<file path="src/rtl/dac_if_pkg.sv">
package dac_if_pkg;
  typedef enum logic [1:0] {
    OP_DIRECT = 2'b00,
    OP_HIGH   = 2'b01,
    OP_LOW    = 2'b10,
    OP_XFER   = 2'b11
  } op_e;
endpackage

</file>
<file path="src/rtl/dac_sync_chain.sv">
module dac_sync_chain #(
  parameter int          W       = 1,
  parameter int          STAGES  = 2,
  parameter logic [W-1:0] RST_VAL = '0
) (
  input  logic         clk_i,
  input  logic         rst_ni,
  input  logic [W-1:0] d_i,
  output logic [W-1:0] q_o
);
  logic [W-1:0] stg_q [STAGES];

  always_ff @(posedge clk_i or negedge rst_ni) begin
    if (!rst_ni) begin
      for (int i = 0; i < STAGES; i++) stg_q[i] <= RST_VAL;
    end else begin
      stg_q[0] <= d_i;
      for (int i = 1; i < STAGES; i++) stg_q[i] <= stg_q[i-1];
    end
  end

  assign q_o = stg_q[STAGES-1];
endmodule

</file>
<file path="src/rtl/dac_strobe_edge.sv">
module dac_strobe_edge (
  input  logic clk_i,
  input  logic rst_ni,
  input  logic cs_n_i,
  input  logic wr_n_i,
  output logic act_o,
  output logic cap_o
);
  logic act_q;

  assign act_o = ~cs_n_i & ~wr_n_i;

  always_ff @(posedge clk_i or negedge rst_ni) begin
    if (!rst_ni) act_q <= 1'b0;
    else         act_q <= act_o;
  end

  // trailing edge of the combined strobe
  assign cap_o = act_q & ~act_o;

  a_r8_single_pulse: assert property (@(posedge clk_i) disable iff (!rst_ni)
    cap_o |=> !cap_o);

  a_r7_needs_both_low: assert property (@(posedge clk_i) disable iff (!rst_ni)
    cap_o |-> ($past(cs_n_i) == 1'b0 && $past(wr_n_i) == 1'b0));
endmodule

</file>
<file path="src/rtl/dac_regs.sv">
module dac_regs
  import dac_if_pkg::*;
#(
  parameter int LO_W = 8,
  parameter int HI_W = 6,
  localparam int DW  = LO_W + HI_W
) (
  input  logic            clk_i,
  input  logic            rst_ni,
  input  logic            cap_i,
  input  op_e             op_i,
  input  logic [DW-1:0]   data_i,
  output logic [LO_W-1:0] lo_o,
  output logic [HI_W-1:0] hi_o,
  output logic [DW-1:0]   dac_o
);
  logic [LO_W-1:0] lo_q;
  logic [HI_W-1:0] hi_q;
  logic [DW-1:0]   dac_q;

  always_ff @(posedge clk_i or negedge rst_ni) begin
    if (!rst_ni) begin
      lo_q  <= '0;
      hi_q  <= '0;
      dac_q <= '0;
    end else if (cap_i) begin
      unique case (op_i)
        OP_LOW:  lo_q <= data_i[LO_W-1:0];
        OP_HIGH: hi_q <= data_i[DW-1:LO_W];
        OP_XFER: dac_q <= {hi_q, lo_q};
        default: begin
          lo_q  <= data_i[LO_W-1:0];
          hi_q  <= data_i[DW-1:LO_W];
          dac_q <= data_i;
        end
      endcase
    end
  end

  assign lo_o  = lo_q;
  assign hi_o  = hi_q;
  assign dac_o = dac_q;

  a_r7_idle_hold: assert property (@(posedge clk_i) disable iff (!rst_ni)
    !cap_i |=> ($stable(dac_q) && $stable(lo_q) && $stable(hi_q)));

  a_r2_low_only: assert property (@(posedge clk_i) disable iff (!rst_ni)
    (cap_i && op_i == OP_LOW) |=> ($stable(dac_q) && $stable(hi_q)));

  a_r3_high_only: assert property (@(posedge clk_i) disable iff (!rst_ni)
    (cap_i && op_i == OP_HIGH) |=> ($stable(dac_q) && $stable(lo_q)));

  a_r4_transfer: assert property (@(posedge clk_i) disable iff (!rst_ni)
    (cap_i && op_i == OP_XFER) |=> (dac_q == {$past(hi_q), $past(lo_q)}));

  a_r5_direct_all: assert property (@(posedge clk_i) disable iff (!rst_ni)
    (cap_i && op_i == OP_DIRECT) |=> (dac_q == $past(data_i) && {hi_q, lo_q} == dac_q));
endmodule

</file>
<file path="src/rtl/dac_load_if.sv">
module dac_load_if
  import dac_if_pkg::*;
#(
  parameter int LO_W        = 8,
  parameter int HI_W        = 6,
  parameter int SYNC_STAGES = 2
) (
  input  logic                 clk_i,
  input  logic                 rst_ni,
  input  logic                 cs_ni,
  input  logic                 wr_ni,
  input  logic [1:0]           sel_i,
  input  logic [LO_W+HI_W-1:0] data_i,
  output logic [LO_W+HI_W-1:0] dac_o
);
  localparam int DW = LO_W + HI_W;
  localparam int BW = DW + 2;

  logic [1:0]    ctl_s;
  logic [BW-1:0] bus_s;
  logic          act, cap;
  op_e           op_s, op_d;
  logic [DW-1:0] data_s, data_d, dac_q;
  logic [LO_W-1:0] lo_buf;
  logic [HI_W-1:0] hi_buf;

  dac_sync_chain #(.W(2), .STAGES(SYNC_STAGES), .RST_VAL(2'b11)) i_ctl_sync (
    .clk_i, .rst_ni, .d_i({cs_ni, wr_ni}), .q_o(ctl_s)
  );

  // bus lines ride the same depth so they stay aligned with the strobe
  dac_sync_chain #(.W(BW), .STAGES(SYNC_STAGES), .RST_VAL('0)) i_bus_sync (
    .clk_i, .rst_ni, .d_i({sel_i, data_i}), .q_o(bus_s)
  );

  assign op_s   = op_e'(bus_s[BW-1:DW]);
  assign data_s = bus_s[DW-1:0];

  dac_strobe_edge i_edge (
    .clk_i, .rst_ni, .cs_n_i(ctl_s[1]), .wr_n_i(ctl_s[0]), .act_o(act), .cap_o(cap)
  );

  // hold last sample so the capture sees the final active cycle
  always_ff @(posedge clk_i or negedge rst_ni) begin
    if (!rst_ni) begin
      op_d   <= OP_DIRECT;
      data_d <= '0;
    end else begin
      op_d   <= op_s;
      data_d <= data_s;
    end
  end

  dac_regs #(.LO_W(LO_W), .HI_W(HI_W)) i_regs (
    .clk_i, .rst_ni, .cap_i(cap), .op_i(op_d), .data_i(data_d),
    .lo_o(lo_buf), .hi_o(hi_buf), .dac_o(dac_q)
  );

  assign dac_o = (act && op_s == OP_DIRECT) ? data_s : dac_q;

  a_r6_transparent: assert property (@(posedge clk_i) disable iff (!rst_ni)
    (act && op_s == OP_DIRECT) |-> (dac_o == data_s));

  a_r7_quiet_output: assert property (@(posedge clk_i) disable iff (!rst_ni)
    (!act && !cap) |=> (dac_q == $past(dac_q)));
endmodule

</file>
<file path="config.mk">
export PLATFORM = sky130hd
export DESIGN_NAME = dac_load_if
export DESIGN_NICKNAME = d
export VERILOG_FILES = /design/src/rtl/dac_if_pkg.sv /design/src/rtl/dac_sync_chain.sv /design/src/rtl/dac_strobe_edge.sv /design/src/rtl/dac_regs.sv /design/src/rtl/dac_load_if.sv
export SDC_FILE = /design/constraint.sdc
export NUM_CORES = 1
export LEC_CHECK = 0
export BUFFER_PORTS_ARGS = -buffer_cell sky130_fd_sc_hd__clkbuf_2
export CAP_MARGIN = 10
export CORE_ASPECT_RATIO = 1.2
export CORE_MARGIN = 10
export CORE_UTILIZATION = 35
export DETAILED_ROUTE_END_ITERATION = 10
export PLACE_DENSITY = 0.55
export SLEW_MARGIN = 20
export SYNTH_ARGS = -nofsm -noshare
export SYNTH_HDL_FRONTEND = slang
export SYNTH_HIERARCHICAL = 1
export SYNTH_SLANG_ARGS = --single-unit
</file>
<file path="constraint.sdc">
create_clock -name clk_i -period 4.6 [get_ports clk_i]
set_clock_uncertainty 0.05 [all_clocks]
set_input_delay 0.46 -clock clk_i [delete_from_list [all_inputs] [get_ports clk_i]]
set_output_delay 0.46 -clock clk_i [all_outputs]
set_load 0.005 [all_outputs]
</file>
### After elaboration in Yosys (flattened, before gate mapping)

Index checks and enable logic that the tools add are counted.

| word-level totals | value |
|---|---|
| flip-flop bits (word level) | 81 |
| bits in latches | 0 |
| bits in writable memories | 0 |
| memory bits (read-only) | 0 |
| input port bits | 20 |
| output and inout bits | 14 |
| logic and storage cells | 31 |
| memories | 0 |

| cells by class | value |
|---|---|
| add/sub/neg operators | 0 |
| $mul | 0 |
| div/mod/pow operators | 0 |
| magnitude comparators | 0 |
| equal/unequal tests | 3 |
| shift-type cells | 0 |
| muxes and demuxes | 2 |
| bitwise operators | 8 |
| reductions and logical operators | 8 |

Operators by type and width:

| operator | count |
|---|---|
| one-hot mux 14 bit (2 select lines) | 1 |
| 2-to-1 mux 14 bit | 1 |
| NOT 1 bit | 6 |
| AND reduction 2 bit | 3 |
| OR reduction 2 bit | 3 |
| equality test 2 bit (second input constant) | 2 |
| bitwise AND 1 bit | 2 |
| equality test 2 x 1 -> 1 bit (second input constant) | 1 |
| logical NOT 2 bit | 1 |
| logical AND 1 bit | 1 |

### Longest topological paths before layout

| depth | value |
|---|---|
| word-level depth | 5 |
| gate-level depth with buffers | 5 |
| mapped depth without buffers | 4 |

### Hierarchy

Netlist, hierarchy kept.

Modules (own cells, without submodules):

| module | instances | cells each | area an instance (um^2) | sequential area each (um^2) |
|---|---|---|---|---|
| dac_regs | 1 | 97 | 1252.5 | 700.7 |
| dac_sync_chain (i_bus_sync) | 1 | 48 | 920.9 | 800.8 |
| dac_load_if | 1 | 32 | 588.1 | 400.4 |
| dac_sync_chain (i_ctl_sync) | 1 | 6 | 120.1 | 105.1 |
| dac_strobe_edge | 1 | 3 | 36.3 | 25.0 |

### Least setup slack after synthesis

Ideal clock, no wire load.

| path | value |
|---|---|
| kind | register -> output |
| start | reg i_ctl_sync.stg_q, in the netlist i_ctl_sync/q_o[0] |
| end | out dac_o[10] |
| data arrival time | 1.373 ns |
| required time | 4.090 ns |
| path slack | 2.717 ns |
| cell stages (with the launch flop) | 6 |
| path buffers | 2 |
| cells stage by stage | dfstp_2 > buf_4 > nor2_1 > nor3b_4 > buf_6 > mux2_2 |

| on the way | value |
|---|---|
| longest elaborated chain between the ends | 4 |

RTL lines:

| item | line | source |
|---|---|---|
| start: declaration | dac_sync_chain.sv:11 | `logic [W-1:0] stg_q [STAGES];` |
| NOT 1 bit | dac_strobe_edge.sv:11 | `assign act_o = ~cs_n_i & ~wr_n_i;` |
| bitwise AND 1 bit | dac_strobe_edge.sv:11 |  |
| via act | dac_load_if.sv:21 | `logic act, cap;` |
| logical AND 1 bit | dac_load_if.sv:59 | `assign dac_o = (act && op_s == OP_DIRECT) ? data_s : dac_q;` |
| 2-to-1 mux 14 bit | dac_load_if.sv:59 |  |
| end: declaration | dac_load_if.sv:14 | `output logic [LO_W+HI_W-1:0] dac_o` |

The timed path passes the listed nets, and every way through them passes these cells.

### Worst setup path after layout

| path | value |
|---|---|
| start | reg i_ctl_sync.stg_q, in the netlist i_ctl_sync/q_o[0] |
| end | out dac_o[11] |

The elaborated chain is that of the path after synthesis.

==> results.sh <==
export IMPL_status="complete, no violations"
export IMPL_ys_top_cells_by_count="dfrtp_1 (77), a21oi_1 (28), mux2_2 (28), buf_4 (19), mux2i_1 (14)"
export IMPL_yosysMostFrequentCell="dfrtp_1"
export IMPL_syn_nets=209
export IMPL_worst_path_largest_cell_delay_ns=0.73
export IMPL_min_period_ns=2.627
export IMPL_ios=34
export IMPL_power_density_mw_per_mm2=487.1
export IMPL_num_vias=1398
export IMPL_drive_gt1_share_pct=38.39
export IMPL_timing_slew_headroom_pct=26.21
export IMPL_grt_usage_pct=8.635
export IMPL_netlist_area_leader_share_pct=66.04
export IMPL_clockBufferDepth=2
export IMPL_async_flop_share_pct=100.0
export IMPL_cts_made_buffers=9
export IMPL_crit_fanout=14
export IMPL_overflow=0
export IMPL_cts_hold_buf=0
export IMPL_wl_mm=4.738
export IMPL_cp_start_kind="register"
export IMPL_synth_edf_count=0
export IMPL_grt_pass1_wl_mm=8.024
export IMPL_clk_pin_slew_ns=0.07
export IMPL_postCtsSetupBuffers=0
export IMPL_yosys_top_cells_area="dfrtp_1 (66%), mux2_2 (11%), buf_4 (4.9%)"
export IMPL_cts_tree="built"
export IMPL_area_growth_pct=11.28
export IMPL_antenna_found_initial=0
export IMPL_cts_resized=0
export IMPL_nets=229
export IMPL_crit_family="simple AND/OR/NAND/NOR gates"
export IMPL_drv_cap=0
export IMPL_synth_area_per_cell_um2=15.69
export IMPL_end_kind="output pin"
export IMPL_vias_per_cell=4.569
export IMPL_post_route_period_util_pct=57.12
export IMPL_netlist_instances=186
export IMPL_h_tree_depth=3
export IMPL_synth_top_area_cell="dfrtp_1"
export IMPL_port_buffers=33
export IMPL_required_ns=4.09
export IMPL_clkLatencyLatePin_ns=0.34
export IMPL_setup_viol=0
export IMPL_yosysWarnings=6
export IMPL_fmax_mhz=380.6
export IMPL_drt_initial_drc_count=91
export IMPL_grt_max_degree=82
export IMPL_leakage_nw=1.432
export IMPL_drc_errors=0
export IMPL_ys_flop_type="dfrtp_1"
export IMPL_drt_pass1_iter_count=4
export IMPL_rsz0062_at_grt="false"
export IMPL_hpwl_mm=2.997
export IMPL_ant_nets=0
export IMPL_ys_seq_area_share_pct=69.64
export IMPL_fin_setup_tns_ns=0
export IMPL_first_global_vias=1575
export IMPL_synth_cell_types=15
export IMPL_wl_per_cell_um=15.48
export IMPL_slowest_stage="nor3b_4"
export IMPL_arrival_ns=2.12
export IMPL_vdd_drop_max_mv=0.1907
export IMPL_hold_class="in -> reg"
export IMPL_start_util_pct=35.99
export IMPL_place_congestion=0.7038
export IMPL_die_h_um=120.0
export IMPL_netlist_area_mm2=0.002918
export IMPL_synth_seq_cells=81
export IMPL_final_hold_violation_count=0
export IMPL_slew_violations=0
export IMPL_power_total_mw=1.582
export IMPL_worstSetupPathType="reg -> out"
export IMPL_die_w_um=103.4
export IMPL_antennaDiodeCount=0
export IMPL_root_buffer="clkbuf_8"
export IMPL_core_region_area_mm2=0.008108
export IMPL_die_area_mm2=0.01240
export IMPL_clock_sinks=81
export IMPL_worst_slew_pin_slew_ns=1.107
export IMPL_cp_cell_sequence="nor2_1 -> nor3b_4 -> mux2_2 -> clkbuf_2"
export IMPL_row_count=36
export IMPL_crit_buf_inv=1
kinds of logic (layout without fill, tap and decap cells):
logic type	count (synthesis)	count (layout)	share of synthesized area, %
muxes	42	42	15.61
DFF	81	81	69.64
and+or+nand+nor	5	5	2.273
buffers and inverters	26	51	6.132
adders and majority gates	3	3	1.287
AOI/OAI and AO/OA	29	29	5.060
final cells by class:
cell class	instances	area, um2
fill	744	4861
sequential	81	2032
multi-input combinational	79	706.9
timing repair buffer	33	167.7
clock buffer	13	148.9
tap	95	118.9
clock inverter	3	65.06
inverter	2	7.507
flip-flops by register name, summed over array words and instances, names as in the netlist:
register and cells:
op_d 2, i_bus_sync/q_o 16, i_regs/dac_o 14, i_edge/act_q 1
i_regs/hi_o 6, i_ctl_sync/stg_q 2, data_d 14, i_regs/lo_o 8
i_bus_sync/stg_q 16, i_ctl_sync/q_o 2
worst reg2reg max path: stages (launching register included):
cell     delay [ns]
dfstp_2        0.53
o21a_1         0.50
nor3b_4        0.57
mux2_2         0.40
routing by layer:
layer	vias up	routed length, um	GRT usage [%]	share of wire [%]
met5	-	0	0	0
li1	661	-	-	-
met3	7	168	3.157	3.5
met4	0	114	5.749	2.4
met1	697	2119	10.39	45
met2	33	2337	12.58	49
per-stage QoR:
step	utilization [%]	cells	hold WS, ns	setup WS (ns)	area (um2)
3_3_place_gp	37.41	290	0.2827	2.280	3033
5_1_grt	40.05	306	0.1103	1.777	3247
3_5_place_dp	37.41	290	0.2847	2.281	3033
6_report	40.05	306	0.1390	1.973	3247
2_1_floorplan	-	186	0.1144	2.717	2918
4_1_cts	40.05	306	0.1207	1.844	3247
cell usage in the layout, fill, tap and decap left out, drive strengths merged, types with 2 or more instances in the layout:
cell type / count
mux2: 28
mux2i: 14
a21oi: 28
inv: 2
ha: 3
bufinv: 2
nor3b: 3
clkbuf: 45
dfstp: 4
dfrtp: 77
report_power, final:
| group | switching [mW] | internal [mW] | leakage [nW] |
|---|---|---|---|
| logic | 0.0844 | 0.101 | 0.388 |
| clock network | 0.233 | 0.320 | 0.108 |
| registers | 0.0449 | 0.798 | 0.936 |
worst paths after layout:
kind	cells after the start	end	slack [ns]	startpoint
max in group asynchronous	1	i_regs/hi_o[1]	3.66	rst_ni
max reg2reg	3	i_regs/lo_o[7]	2.44	i_ctl_sync/q_o[0]
min	1	i_ctl_sync/stg_q[2]	0.14	wr_ni
max	4	dac_o[11]	1.97	i_ctl_sync/q_o[0]
min reg2reg	0	i_bus_sync/q_o[15]	0.30	i_bus_sync/stg_q[31]
min in group asynchronous	1	i_bus_sync/stg_q[31]	0.21	rst_ni
Note: power is estimated with default switching activity, not from simulation.
